==> src/rtl/pdp_pkg.sv <==
package pdp_pkg;

  typedef enum logic [1:0] {
    DIR_NONE  = 2'b00,
    DIR_IN    = 2'b01,
    DIR_OUT   = 2'b10,
    DIR_STUCK = 2'b11
  } dir_e;

  typedef enum logic [1:0] {
    ST_IDLE   = 2'b00,
    ST_SETTLE = 2'b01,
    ST_EMIT   = 2'b10
  } seq_st_e;

endpackage

==> src/rtl/pdp_sweeper.sv <==
module pdp_sweeper
  import pdp_pkg::*;
#(
  parameter int STEP_W   = 16,
  parameter int SETTLE_W = 8
) (
  input  logic                clk,
  input  logic                rst,
  input  logic                start,
  input  logic [SETTLE_W-1:0] settle_cycles,
  input  logic                ack,
  output logic [STEP_W-1:0]   step,
  output logic                sample_en,
  output logic                clear_en,
  output logic                finish,
  output logic                word_valid,
  output logic                busy
);

  localparam logic [STEP_W-1:0] LAST_STEP = '1;

  seq_st_e             st;
  logic [SETTLE_W-1:0] wait_q;

  assign clear_en   = (st == ST_IDLE) && start;
  assign sample_en  = (st == ST_SETTLE) && (wait_q == '0);
  assign word_valid = (st == ST_EMIT);
  assign finish     = word_valid && ack && (step == LAST_STEP);
  assign busy       = (st != ST_IDLE);

  always_ff @(posedge clk) begin
    if (rst) begin
      st     <= ST_IDLE;
      step   <= '0;
      wait_q <= '0;
    end else begin
      case (st)
        ST_IDLE: begin
          if (start) begin
            step   <= '0;
            wait_q <= settle_cycles;
            st     <= ST_SETTLE;
          end
        end
        ST_SETTLE: begin
          if (wait_q == '0) st <= ST_EMIT;
          else              wait_q <= wait_q - 1'b1;
        end
        ST_EMIT: begin
          if (ack) begin
            if (step == LAST_STEP) begin
              st <= ST_IDLE;
            end else begin
              step   <= step + 1'b1;
              wait_q <= settle_cycles;
              st     <= ST_SETTLE;
            end
          end
        end
        default: st <= ST_IDLE;
      endcase
    end
  end

endmodule

==> src/rtl/pdp_pin_judge.sv <==
module pdp_pin_judge
  import pdp_pkg::*;
(
  input  logic clk,
  input  logic rst,
  input  logic clear,
  input  logic sample,
  input  logic drive,
  input  logic readback,
  input  logic publish,
  output dir_e verdict
);

  logic ever_diff;
  logic ever_low;

  always_ff @(posedge clk) begin
    if (rst) begin
      ever_diff <= 1'b0;
      ever_low  <= 1'b0;
      verdict   <= DIR_NONE;
    end else begin
      if (clear) begin
        ever_diff <= 1'b0;
        ever_low  <= 1'b0;
      end else if (sample) begin
        if (readback != drive) ever_diff <= 1'b1;
        if (!readback)         ever_low  <= 1'b1;
      end
      if (publish) begin
        if (!ever_low)      verdict <= DIR_STUCK;
        else if (ever_diff) verdict <= DIR_OUT;
        else                verdict <= DIR_IN;
      end
    end
  end

endmodule

==> src/rtl/pin_dir_prober.sv <==
module pin_dir_prober
  import pdp_pkg::*;
#(
  parameter int N_ADDR   = 8,
  parameter int N_PIN    = 8,
  parameter int SETTLE_W = 8,
  localparam int STEP_W  = N_ADDR + N_PIN
) (
  input  logic                clk,
  input  logic                rst,
  input  logic                start,
  input  logic [SETTLE_W-1:0] settle_cycles,
  output logic [N_PIN-1:0]    drv_weak,
  output logic [N_ADDR-1:0]   drv_addr,
  input  logic [N_PIN-1:0]    pin_rd,
  output logic                cap_valid,
  input  logic                cap_ready,
  output logic [STEP_W-1:0]   cap_step,
  output logic [N_PIN-1:0]    cap_data,
  output logic                busy,
  output logic                done,
  output logic [2*N_PIN-1:0]  dir_map
);

  logic [STEP_W-1:0] step;
  logic              sample_en;
  logic              clear_en;
  logic              finish;

  pdp_sweeper #(
    .STEP_W  (STEP_W),
    .SETTLE_W(SETTLE_W)
  ) u_sweeper (
    .clk          (clk),
    .rst          (rst),
    .start        (start),
    .settle_cycles(settle_cycles),
    .ack          (cap_ready),
    .step         (step),
    .sample_en    (sample_en),
    .clear_en     (clear_en),
    .finish       (finish),
    .word_valid   (cap_valid),
    .busy         (busy)
  );

  assign drv_weak = step[N_PIN-1:0];
  assign drv_addr = step[STEP_W-1:N_PIN];
  assign cap_step = step;

  always_ff @(posedge clk) begin
    if (rst) begin
      cap_data <= '0;
      done     <= 1'b0;
    end else begin
      if (sample_en) cap_data <= pin_rd;
      if (clear_en)    done <= 1'b0;
      else if (finish) done <= 1'b1;
    end
  end

  dir_e verdicts [N_PIN];

  for (genvar p = 0; p < N_PIN; p++) begin : g_pin
    pdp_pin_judge u_judge (
      .clk     (clk),
      .rst     (rst),
      .clear   (clear_en),
      .sample  (sample_en),
      .drive   (step[p]),
      .readback(pin_rd[p]),
      .publish (finish),
      .verdict (verdicts[p])
    );
    assign dir_map[2*p +: 2] = verdicts[p];
  end

endmodule

==> config.mk <==
export PLATFORM = sky130hd
export DESIGN_NAME = pin_dir_prober
export DESIGN_NICKNAME = d
export VERILOG_FILES = /design/src/rtl/pdp_pkg.sv /design/src/rtl/pdp_sweeper.sv /design/src/rtl/pdp_pin_judge.sv /design/src/rtl/pin_dir_prober.sv
export SDC_FILE = /design/constraint.sdc
export NUM_CORES = 1
export LEC_CHECK = 0
export BUFFER_PORTS_ARGS = -buffer_cell sky130_fd_sc_hd__buf_2
export CAP_MARGIN = 20
export CORE_MARGIN = 3
export CORE_UTILIZATION = 50
export CTS_BUF_LIST = sky130_fd_sc_hd__clkbuf_2 sky130_fd_sc_hd__clkbuf_4 sky130_fd_sc_hd__clkbuf_8
export DETAILED_ROUTE_END_ITERATION = 10
export MAX_ROUTING_LAYER = met4
export PLACE_DENSITY = 0.88
export SLEW_MARGIN = 30
export SYNTH_ARGS = -nofsm -noshare
export SYNTH_HDL_FRONTEND = slang
export SYNTH_SLANG_ARGS = --single-unit
==> constraint.sdc <==
create_clock -name clk -period 2.2 [get_ports clk]
set_input_delay 0.44 -clock clk [delete_from_list [all_inputs] [get_ports clk]]
set_output_delay 0.44 -clock clk [all_outputs]
set_load 0.01 [all_outputs]
# Word-level counts from Yosys, hierarchy flattened

Cells that the tools add are included.

Register bits: 67
Bits in latches: 0
RAM bits: 0
Memory bits (read-only): 0
Input port bits: 20
Output and inout port bits: 59
Word-level logic and storage cells: 114
Memories: 0

Add/subtract/negate cells: 2
Multiply operators: 0
Div/mod/pow operators: 0
Magnitude comparators: 0
Equal/unequal tests: 16
Shift-type cells: 0
Multiplexer cells: 30
Bitwise logic cells: 8
Reduce and logical (&&, ||, !) cells: 29

Operators with widths:

| operator                                          | number |
|---|---|
| two-way mux 16 bit                                | 3 |
| two-way mux 2 bit                                 | 19 |
| two-way mux 8 bit                                 | 4 |
| one-hot mux 16 bit (2 select lines)               | 1 |
| AND reduction 2 bit                               | 16 |
| one-hot mux 8 bit (3 select lines)                | 1 |
| adder 16 x 1 -> 16 bit (second input constant)    | 1 |
| == test 16 bit (second input constant)            | 1 |
| != test 2 bit (second input constant)             | 5 |
| logical NOT 8 bit                                 | 1 |
| != test 1 bit                                     | 8 |
| NOT 1 bit                                         | 8 |
| subtractor 8 x 1 -> 8 bit (second input constant) | 1 |
| one-hot mux 2 bit (3 select lines)                | 1 |
| AND reduction 5 bit                               | 1 |
| logical AND 1 bit                                 | 4 |
| AND reduction 4 bit                               | 1 |
| nonzero test 2 bit                                | 2 |
| AND reduction 3 bit                               | 1 |
| nonzero test 3 bit                                | 1 |
| == test 2 x 1 -> 1 bit (second input constant)    | 1 |
| == test 2 bit (second input constant)             | 1 |
| logical NOT 2 bit                                 | 1 |
| OR reduction 2 bit                                | 1 |
| two-way mux 1 bit                                 | 1 |

# Longest topological paths before layout

Depth after elaboration: 4
Gate-level depth with buffers: 8
Depth with buffers taken out: 6

# Hierarchy

A second synthesis with hierarchy kept.

Cells, all modules: 356
Area, all modules: 3234.4 um2

Modules (own cells, without submodules):

| module         | instances | cells each | area an instance (um2) | seq. area each (um2) |
|---|---|---|---|---|
| pdp_sweeper    | 1         | 191        | 1587.8                 | 520.5 |
| pdp_pin_judge  | 8         | 15         | 151.4                  | 80.1 |
| pin_dir_prober | 1         | 45         | 435.4                  | 180.2 |

# Worst setup path before layout

OpenSTA, ideal clock, no wires.

Kind: flip-flop to flip-flop
Start: register u_sweeper.step[0]
End: register g_pin[1].u_judge.verdict[0]
Setup time: 0.091 ns
Arrival time: 1.716 ns
Required time: 2.109 ns
Slack: 0.393 ns
Stages on the path, launching flop included: 9
Path buffers: 2
Period minus slack after synthesis: 1.807 ns
Cells stage by stage: dfxtp_1 -> ha_1 -> nand3_2 -> and4bb_1 -> and3_1 -> buf_4 -> buf_6 -> nor2_1 -> a311oi_1

Word-level cells in the longest chain between the ends: 2

RTL lines:

| item                   | RTL line            | text |
|---|---|---|
| from (decl)            | pdp_sweeper.sv:12   | `output logic [STEP_W-1:0] step,` |
| from (signal assigned) | pdp_sweeper.sv:54   | `step <= step + 1'b1;` |
| == test 16 bit         | pdp_sweeper.sv:28   | `assign finish = word_valid && ack && (step == LAST_STEP);` |
| logical AND 1 bit      | pdp_sweeper.sv:28   |  |
| to (signal assigned)   | pdp_pin_judge.sv:21 | `verdict <= DIR_NONE;` |
| to (signal assigned)   | pdp_pin_judge.sv:31 | `if (!ever_low) verdict <= DIR_STUCK;` |
| to (signal assigned)   | pdp_pin_judge.sv:32 | `else if (ever_diff) verdict <= DIR_OUT;` |
| to (decl)              | pdp_pin_judge.sv:11 | `output dir_e verdict` |

No other way between the ends.
A chain may end at the register's enable or synchronous reset.

# Worst setup path in the final report

Start: register u_sweeper.step[0]
End: register g_pin[7].u_judge.verdict[0]

Word-level cells in the longest chain between the ends: 2

RTL lines:

| item                 | RTL line |
|---|---|
| == test 16 bit       | pdp_sweeper.sv:28 |
| logical AND 1 bit    | pdp_sweeper.sv:28 |
| to (signal assigned) | pdp_pin_judge.sv:21 |
| to (signal assigned) | pdp_pin_judge.sv:31 |
| to (signal assigned) | pdp_pin_judge.sv:32 |
| to (decl)            | pdp_pin_judge.sv:11 |

No other way between the ends.

==> out/results.ini <==
[run_status]
status=finished clean

[drt]
drc=0
ant_nets=0
routed_wl_um=7350
dr.first_iter.drc_count=122
post_drt_wl_per_cell_um=14.3
vias=2777
viasPerCell=5.42
drt-pass1-iter-count=4

[critical_path]
crit_type=reg2reg
worst-path-stages=7
critPathRequiredTime_ps=2450
cp_cell_sequence=ha_1 > nand3_2 > and4bb_1 > and3_1 > buf_12 > nor2_1 > a311oi_1
endpoint_kind=register
crit_arrival_ps=2200
critical-path-max-stage-delay_ps=350
crit_slowest_cell=dfxtp_1
crit_buf_inv=1
startpoint_type=register
path_delay_family=simple AND/OR/NAND/NOR gates
r2r_cells=7
worstPathMaxFanout=33

[floorplan]
core_area_um2=6030
die_w_um=85.4
initial_core_util_pct=52.3
rows=28
die-area_um2=7300
die_h_um=85.4
pin_count=79

[sta]
slew_headroom_pct=71.8
fin_skew_ps=9.12
hold_viol_final=0
max_slew.worst_pin.slew_ps=419
rsz0062_at_grt=no
fin_crit_ps=1950
fin_setup_tns_ps=0
drv_slew=0
fin_crit_sh_pct=88.7
setup_viol=0
fmax_mhz=512

[clocking]
clk_path_buf_depth=2
insertion_delay_ps=340
cts.root.buffer_cell=clkbuf_8
post_cts_buffers=0
path_clk_slew_ps=70
cts_tree=yes
cts_sinks=67
htree_levels=3
cts_buffers=9

[power_and_ir_drop]
powerDensity_nw_per_um2=818
power_leakage_nw=1.59
ir_drop_mv=0.442

[logic_synthesis]
synth.cell_area_um2=3150
ys_seq_elements=67
ys_warn_count=0
avgSynthCellArea_um2=8.41
synth_edf_count=0
synth-seq-area-share_pct=42.5
syn_nets=398
netlist_instances=375
synth_cell_types=47
async_reset_ff_share_pct=0
synth_ff_type=dfxtp_1

[grt]
antenna_found_initial=0
grt_max_degree=43
overflow=0
first_global_vias=2711
grt_pass1_wl_um=12300
grtUsageTotal_pct=21.5

[finish]
area_growth_pct=16.5
final_cells=512
final_common_cell=buf_2
drive_gt1_share_pct=26.8
mostFrequentLayoutCells=buf_2 (78), dfxtp_1 (67), nor2_1 (56)
fin_nets=455
antenna_cells=0

[place]
place_hpwl_um=5250
port_buffers=78
dp.cells=496
gp_congestion=0.858

[min_path]
whs_path_depth=3
worstHoldPathType=in2reg

[flow_run]
max-cap-violations=0

stage by stage:
step           util (%)  setup slack (ps)  instance area (um2)  hold WS, ps  total power [mW]
4_1_cts            60.9               213                 3670          347              3.02
2_1_floorplan         -               393                 3150          448              1.74
5_1_grt            61.0               113                 3680          362              3.15
3_5_place_dp       57.3               228                 3450          444              1.90
3_3_place_gp       57.3               372                 3450          439              1.87
6_report           61.0               248                 3680          359              3.01
worst register-to-register path, delay by kind of cell, from the launching register on:
family	cells	cell delay [ps]
buffers and inverters	1	190
AO/OA/AOI/OAI	1	270
flip-flops	1	350
AND/OR/NAND/NOR	4	800
adder cells (fa/ha/maj)	1	250
worst paths after layout:
| check | start | to | slack, ps |
|---|---|---|---|
| setup reg to reg | u_sweeper.step[0]$_SDFFE_PP0P_ | g_pin[7].u_judge.verdict[0]$_SDFFE_PP0P_ | 250 |
| setup / recovery | u_sweeper.step[0]$_SDFFE_PP0P_ | g_pin[7].u_judge.verdict[0]$_SDFFE_PP0P_ | 250 |
| hold / removal | pin_rd[3] | cap_data[3]$_SDFFE_PP0N_ | 360 |
| hold reg to reg | cap_data[7]$_SDFFE_PP0N_ | cap_data[7]$_SDFFE_PP0N_ | 460 |
sequential cells by signal (all words and copies together) (netlist names):
signal,count
g_pin.u_judge.ever_diff,8
g_pin.u_judge.ever_low,8
u_sweeper.wait_q,8
u_sweeper.st,2
cap_data,8
done,1
u_sweeper.step,16
g_pin.u_judge.verdict,16
power by group:
part | switching (mW) | internal (mW) | leakage [nW]
Clock | 0.473 | 0.660 | 0.110
Combinational | 0.321 | 0.216 | 0.935
Sequential | 0.0596 | 1.28 | 0.542
area by class of cell:
| type | count | area, um2 |
|---|---|---|
| Clock buffer | 11 | 139 |
| Sequential cell | 67 | 1340 |
| Clock inverter | 5 | 77.6 |
| Tap cell | 75 | 93.8 |
| Inverter | 12 | 45.0 |
| Timing Repair Buffer | 94 | 523 |
| Multi-Input combinational cell | 248 | 1460 |
| Fill cell | 538 | 2350 |
timing repair:
item | in CTS | in global routing
hold buffers | 0 | 0
resized for setup | 0 | 1
endpoints found under the setup margin | 0 | 1
cell families (layout without fill, tap and decap cells):
kind of cell               Yosys count  count (layout)  synth area share (%)
and+or+nand+nor                    138             138                  20.9
xor gates and xnor gates            14              14                  3.89
buffers and inverters               60             122                  11.5
adders and majority gates            3               3                  1.19
muxes                                3               3                 0.952
AOI/OAI and AO/OA                   90              90                  19.0
DFF                                 67              67                  42.5
synthesized netlist by cell type (all sizes together), types with 2 or more instances:
cell type | number | area share [%]
xor2 | 13 | 3.6
nor3b | 4 | 0.95
o21a | 9 | 2.1
o21ai | 11 | 1.7
nand4b | 2 | 0.56
a21boi | 2 | 0.48
a211o | 2 | 0.56
buf | 37 | 8.7
nor2 | 56 | 6.7
nand2 | 29 | 3.5
nor2b | 2 | 0.40
o31ai | 2 | 0.48
dfxtp | 67 | 43
ha | 3 | 1.2
mux2i | 3 | 0.95
and2 | 5 | 0.99
nor3 | 5 | 0.79
a21o | 4 | 0.95
clkbuf | 11 | 1.3
a311oi | 17 | 4.7
nand4 | 3 | 0.60
and4 | 3 | 0.83
a21oi | 32 | 5.1
nand3 | 12 | 2.1
o2111ai | 2 | 0.56
nand2b | 5 | 0.99
and3 | 5 | 0.99
inv | 12 | 1.4
or2 | 2 | 0.40
a31oi | 3 | 0.60
or3 | 2 | 0.40
metal layers:
layer,vias to the layer above,part of all wire [%],GRT usage [%],routed length (um)
met4,0,1.8,8.49,130
met1,1269,43,25.4,3150
met2,107,48,35.6,3520
met3,14,7.4,4.56,542
met5,-,0,-,0
li1,1387,-,-,-
Power figures use the tool's default switching activity.
